--- src/rtl/tsx_pkg.sv ---
package tsx_pkg;
  typedef enum logic [1:0] {
    EVK_TS   = 2'd0,
    EVK_WRAP = 2'd1,
    EVK_MID  = 2'd2
  } evk_e;
endpackage

--- src/rtl/tsx_classify.sv ---
module tsx_classify #(
  parameter int TYPE_W    = 3,
  parameter int WRAP_CODE = 1,
  parameter int MID_CODE  = 2
) (
  input  logic [TYPE_W-1:0] type_i,
  output tsx_pkg::evk_e     kind_o
);
  localparam logic [TYPE_W-1:0] WRAP_V = TYPE_W'(WRAP_CODE);
  localparam logic [TYPE_W-1:0] MID_V  = TYPE_W'(MID_CODE);

  always_comb begin
    if (type_i == WRAP_V)     kind_o = tsx_pkg::EVK_WRAP;
    else if (type_i == MID_V) kind_o = tsx_pkg::EVK_MID;
    else                      kind_o = tsx_pkg::EVK_TS;
  end
endmodule

--- src/rtl/tsx_epoch_track.sv ---
module tsx_epoch_track #(
  parameter int UP_W = 32
) (
  input  logic            clk,
  input  logic            rst,
  input  logic            acc_i,
  input  tsx_pkg::evk_e   kind_i,
  input  logic            load_en_i,
  input  logic [UP_W-1:0] load_val_i,
  output logic [UP_W-1:0] upper_o,
  output logic            win_o,
  output logic            err_o
);
  logic [UP_W-1:0] upper_q;
  logic            win_q;
  logic            err_q;
  logic            dup_wrap;

  // a wrap arriving while the previous window is still open
  assign dup_wrap = acc_i && (kind_i == tsx_pkg::EVK_WRAP) && win_q;

  always_ff @(posedge clk) begin
    if (rst) begin
      upper_q <= '0;
      win_q   <= 1'b0;
      err_q   <= 1'b0;
    end else begin
      err_q <= dup_wrap;
      if (load_en_i) begin
        upper_q <= load_val_i;
        win_q   <= 1'b0;
      end else if (acc_i) begin
        unique case (kind_i)
          tsx_pkg::EVK_WRAP: begin
            upper_q <= upper_q + UP_W'(1);
            win_q   <= 1'b1;
          end
          tsx_pkg::EVK_MID: win_q <= 1'b0;
          default: ;
        endcase
      end
    end
  end

  assign upper_o = upper_q;
  assign win_o   = win_q;
  assign err_o   = err_q;
endmodule

--- src/rtl/tsx_compose.sv ---
module tsx_compose #(
  parameter int UP_W = 32,
  parameter int TS_W = 32
) (
  input  tsx_pkg::evk_e        kind_i,
  input  logic [UP_W-1:0]      upper_i,
  input  logic                 win_i,
  input  logic [TS_W-1:0]      ts_i,
  output logic [UP_W+TS_W-1:0] ext_o
);
  logic [UP_W-1:0] sel;

  always_comb begin
    unique case (kind_i)
      tsx_pkg::EVK_WRAP: sel = upper_i + UP_W'(1);
      tsx_pkg::EVK_MID:  sel = upper_i;
      default:           sel = (win_i && ts_i[TS_W-1]) ? upper_i - UP_W'(1) : upper_i;
    endcase
  end

  assign ext_o = {sel, ts_i};
endmodule

--- src/rtl/tsx_out_reg.sv ---
module tsx_out_reg #(
  parameter int W = 67
) (
  input  logic         clk,
  input  logic         rst,
  input  logic         in_valid,
  input  logic [W-1:0] in_data,
  output logic         in_ready,
  output logic         out_valid,
  output logic [W-1:0] out_data,
  input  logic         out_ready
);
  logic         v_q;
  logic [W-1:0] d_q;

  assign in_ready = !v_q || out_ready;

  always_ff @(posedge clk) begin
    if (rst) v_q <= 1'b0;
    else if (in_ready) v_q <= in_valid;
  end

  always_ff @(posedge clk) begin
    if (in_valid && in_ready) d_q <= in_data;
  end

  assign out_valid = v_q;
  assign out_data  = d_q;
endmodule

--- src/rtl/tsx_extender.sv ---
module tsx_extender #(
  parameter int TYPE_W    = 3,
  parameter int TS_W      = 32,
  parameter int UP_W      = 32,
  parameter int WRAP_CODE = 1,
  parameter int MID_CODE  = 2
) (
  input  logic                 clk,
  input  logic                 rst,
  input  logic                 in_valid,
  output logic                 in_ready,
  input  logic [TYPE_W-1:0]    in_type,
  input  logic [TS_W-1:0]      in_ts,
  input  logic                 load_en,
  input  logic [UP_W-1:0]      load_val,
  output logic                 out_valid,
  input  logic                 out_ready,
  output logic [TYPE_W-1:0]    out_type,
  output logic [UP_W+TS_W-1:0] out_ts,
  output logic                 err_o
);
  localparam int EXT_W = UP_W + TS_W;
  localparam int PAY_W = TYPE_W + EXT_W;

  tsx_pkg::evk_e   kind;
  logic [UP_W-1:0] upper_q;
  logic            win_q;
  logic [EXT_W-1:0] ext;
  logic            stage_ready;
  logic            acc;
  logic [PAY_W-1:0] pay_out;

  assign in_ready = stage_ready && !load_en;
  assign acc      = in_valid && in_ready;

  tsx_classify #(.TYPE_W(TYPE_W), .WRAP_CODE(WRAP_CODE), .MID_CODE(MID_CODE)) cls_i (
    .type_i (in_type),
    .kind_o (kind)
  );

  tsx_epoch_track #(.UP_W(UP_W)) trk_i (
    .clk        (clk),
    .rst        (rst),
    .acc_i      (acc),
    .kind_i     (kind),
    .load_en_i  (load_en),
    .load_val_i (load_val),
    .upper_o    (upper_q),
    .win_o      (win_q),
    .err_o      (err_o)
  );

  tsx_compose #(.UP_W(UP_W), .TS_W(TS_W)) cmp_i (
    .kind_i  (kind),
    .upper_i (upper_q),
    .win_i   (win_q),
    .ts_i    (in_ts),
    .ext_o   (ext)
  );

  tsx_out_reg #(.W(PAY_W)) oreg_i (
    .clk       (clk),
    .rst       (rst),
    .in_valid  (in_valid && !load_en),
    .in_data   ({in_type, ext}),
    .in_ready  (stage_ready),
    .out_valid (out_valid),
    .out_data  (pay_out),
    .out_ready (out_ready)
  );

  assign out_type = pay_out[PAY_W-1 -: TYPE_W];
  assign out_ts   = pay_out[EXT_W-1:0];
endmodule

--- config.mk ---
export PLATFORM = sky130hd
export DESIGN_NAME = tsx_extender
export DESIGN_NICKNAME = d
export VERILOG_FILES = /design/src/rtl/tsx_pkg.sv /design/src/rtl/tsx_classify.sv /design/src/rtl/tsx_epoch_track.sv /design/src/rtl/tsx_compose.sv /design/src/rtl/tsx_out_reg.sv /design/src/rtl/tsx_extender.sv
export SDC_FILE = /design/constraint.sdc
export NUM_CORES = 1
export LEC_CHECK = 0
export BUFFER_PORTS_ARGS = -buffer_cell sky130_fd_sc_hd__buf_2
export CELL_PAD_IN_SITES_DETAIL_PLACEMENT = 2
export CELL_PAD_IN_SITES_GLOBAL_PLACEMENT = 2
export CORE_MARGIN = 1.5
export CORE_UTILIZATION = 32
export CTS_CLUSTER_SIZE = 12
export DETAILED_ROUTE_END_ITERATION = 8
export PLACE_DENSITY_LB_ADDON = 0.3
export SYNTH_ARGS = -nofsm -noshare
export SYNTH_HDL_FRONTEND = slang
export SYNTH_SLANG_ARGS = --single-unit
--- constraint.sdc ---
create_clock -name clk -period 3.3 [get_ports clk]
set_clock_uncertainty 0.1 [all_clocks]
set_input_delay 0.33 -clock clk [delete_from_list [all_inputs] [get_ports clk]]
set_output_delay 0.33 -clock clk [all_outputs]
set_load 0.05 [all_outputs]
==> impl_results.md <==
- Post-synthesis cell area: 5230 µm²
- Total gr overflow: 0
- GR Layer Usage met1: 29.8%
- Core ar.: about 16000 µm²
- Post-CTS Hold Buffers: 0
- Final Hold Viols: 0
- Antenna Nets Post-Route: 0
- Worst reg-to-reg setup slack: 0.50 ns
- Initial antenna violation count: 0
- All-Layer GR Usage: about 22%
- Global-route wire length before repair: 29.0 mm
- H-tree depth: 3
- Outcome: finished, final reports clean
- GRT Max-Usage Layer: met2
- Post-CTS Setup Bufs: 0
- Most common cell after layout, fill and taps aside: buf_2
- Final wirelength: 19.0 mm
- Routed len/inst: 21.9 µm
- # diodes: 0
- Nets: 721
- Post-synth top flop: edfxtp_1
- Yosys reg bits: 102
- Slowest CP cell: or4b_1
- CP Cell Sequence: nand4_1, or4b_1, or4_1, o22ai_1, xor2_1
- Setup TNS: 0 ns
- DRC Markers: 0
- Grt met2 use: between 30% and 40%
- Placer congestion estimate: 0.880
- Num ports: 142
- CP endpoint kind: register
- Share of cells above drive strength 1: 27.8%
- Slew @ Worst Pin: around 0.87 ns
- CP max FO: 11
- Initial drt markers: 291
- Post-DP HPWL: 13.4 mm
- Largest family of logic cells by synthesized area: simple AND/OR/NAND/NOR gates
- Area share of fa/ha/maj cells after synthesis: less than 1%
- Data arrival, critical path: 2.79 ns
- Max Root-Sink Buffers: 2
- Skew-Pair Late Insertion Delay: 0.35 ns
- Crit start category: register
- Vias per cell: 5.62
- Buf/Inv on CP: 0
- Syn avg cell area: 9.78 µm²
- EDFF count, synth: 67
- Area Overhead vs Synth: 22.6%
- FFs w/ async S/R, synth: 0%
- Max stage delay on crit path: 0.60 ns
- Mapped Cells: roughly 540
- Starting density of the core: around a third
- Total CTS buffers: 9
- Pwr/cell area: 474 nW/µm²
- Compound-Gate Fraction of Synth Area: 15.7%
- Tcrit/Tclk final: approximately 85%
- RSZ-0062 raised after global routing: no
- Clock Root Buffer: clkbuf_16
- Post-cts sizing count: 0
- Shortest period the worst path allows: ~2.8 ns
- Worst slew margin: 42.0%
- Synth Area in XOR/XNOR: 5.36%
- YS warnings: 0
- Commonest non-fill, non-tap cells in the layout: 141 x buf_2, 67 x edfxtp_1, 39 x a21oi_1, 35 x nand2_1, 35 x dfxtp_1
- Std-Cell Rows: 46
- Clk sink count: 102
- Distinct cells, synth: 52
- Vias in the first global route: 5131
- Tightest Hold Check Type: in -> reg
- FMAX: 0.357 GHz
- Critical Path RT: 3.29 ns
- Non-Filler Instances: approximately 870
- Die ar.: 17100 µm²
- Maximum VDD drop: roughly 0.00026 V
- Critical path class: reg -> reg
- Post-synthesis mux area share: less than 1%
- Routed vias: between 4000 and 5000
- Final Setup Violations: 0
- Routing usage on met3: 3.79%
- Placed Instances: 852
- Die W: 131 µm
- TritonRoute pass-1 iters: 4
- Largest net degree at the start of global routing: 47
- Simple-gate area share of the yosys netlist: 20.9%
- Chip height: 131 µm
- Buffers on Ports: between 100 and 150
- Seq/Total Area, Yosys: 51.8%
- CTS tree: done
- Syn_nets: a little over 600
- Reg clk slew, reported paths: 0.07 ns
- Top Family by Delay on Critical Path: simple AND/OR/NAND/NOR gates
- LEAKAGE: 2.38 nW
- Max-slew violations: 0
- Max Cap Violations: 0
routing by layer:
layer / vias to the layer above / routed length (µm)
li1: 2246 / -
met1: 2453 / 8650
met2: 162 / 9000
met3: 19 / 1070
met4: 0 / 286
met5: - / 0
metrics by stage:
| stage | power, mW | worst slack (ns) | cell area (µm²) | utilization, % | hold slack (ns) |
|---|---|---|---|---|---|
| floorplan | 1.80 | 0.191 | 5230 | - | 0.329 |
| global placement | 1.93 | 0.633 | 6120 | 38.4 | 0.406 |
| detailed placement | 1.95 | 0.483 | 6120 | 38.4 | 0.409 |
| CTS | 3.07 | 0.527 | 6420 | 40.3 | 0.0352 |
| global route | 3.15 | 0.288 | 6420 | 40.3 | 0.0309 |
| finish | 3.04 | 0.503 | 6420 | 40.3 | 0.0472 |
registers in the layout (all words and copies together) (netlist names):
name	cells
oreg_i.out_data	67
trk_i.upper_o	32
trk_i.win_o	1
trk_i.err_o	1
oreg_i.out_valid	1
final timing paths:
check | from | end | cells after the start
min reg2reg | trk_i.upper_o[31]$_SDFFE_PP0P_ | trk_i.upper_o[31]$_SDFFE_PP0P_ | 2
max reg2reg | trk_i.upper_o[15]$_SDFFE_PP0P_ | oreg_i.out_data[60]$_DFFE_PP_ | 5
min | in_ts[3] | oreg_i.out_data[3]$_DFFE_PP_ | 1
max | trk_i.upper_o[15]$_SDFFE_PP0P_ | oreg_i.out_data[60]$_DFFE_PP_ | 5
logic make-up after synthesis:
| family | count (synthesis) |
|---|---|
| AOI/OAI and AO/OA | 129 |
| xor gates and xnor gates | 32 |
| adders and majority gates | 2 |
| buffers and inverters | 66 |
| DFF | 102 |
| muxes | 3 |
| and+or+nand+nor | 201 |
final cells by class:
| class | instances | area [µm²] |
|---|---|---|
| Timing Repair Buffer | 157 | 838 |
| Inverter | 10 | 37.5 |
| Fill cell | 1772 | 9530 |
| Sequential cell | 102 | 2710 |
| Multi-Input combinational cell | 367 | 2260 |
| Clock inverter | 5 | 57.6 |
| Tap cell | 216 | 270 |
| Clock buffer | 11 | 243 |
report_power, final:
group / total [mW] / internal (mW) / switching [mW]
Sequential: 1.49 / 1.43 / 0.0653
Combinational: 0.426 / 0.125 / 0.301
Clock: 1.12 / 0.612 / 0.510
Yosys cell counts, drive strengths merged (9+ instances only):
| cell type | number | area [µm²] |
|---|---|---|
| xnor2 | 23 | 201 |
| nor3 | 24 | 120 |
| edfxtp | 67 | 2010 |
| nand3 | 20 | 100 |
| buf | 12 | 62.6 |
| inv | 10 | 37.5 |
| nor4 | 19 | 119 |
| dfxtp | 35 | 701 |
| nand4 | 17 | 106 |
| xor2 | 9 | 78.8 |
| or3 | 16 | 108 |
| clkbuf | 44 | 168 |
| o21ai | 23 | 115 |
| nor2 | 32 | 120 |
| a31oi | 18 | 113 |
| a21oi | 39 | 195 |
| nand2 | 35 | 131 |
| a22oi | 14 | 105 |
(Power assumes the default switching activity.)
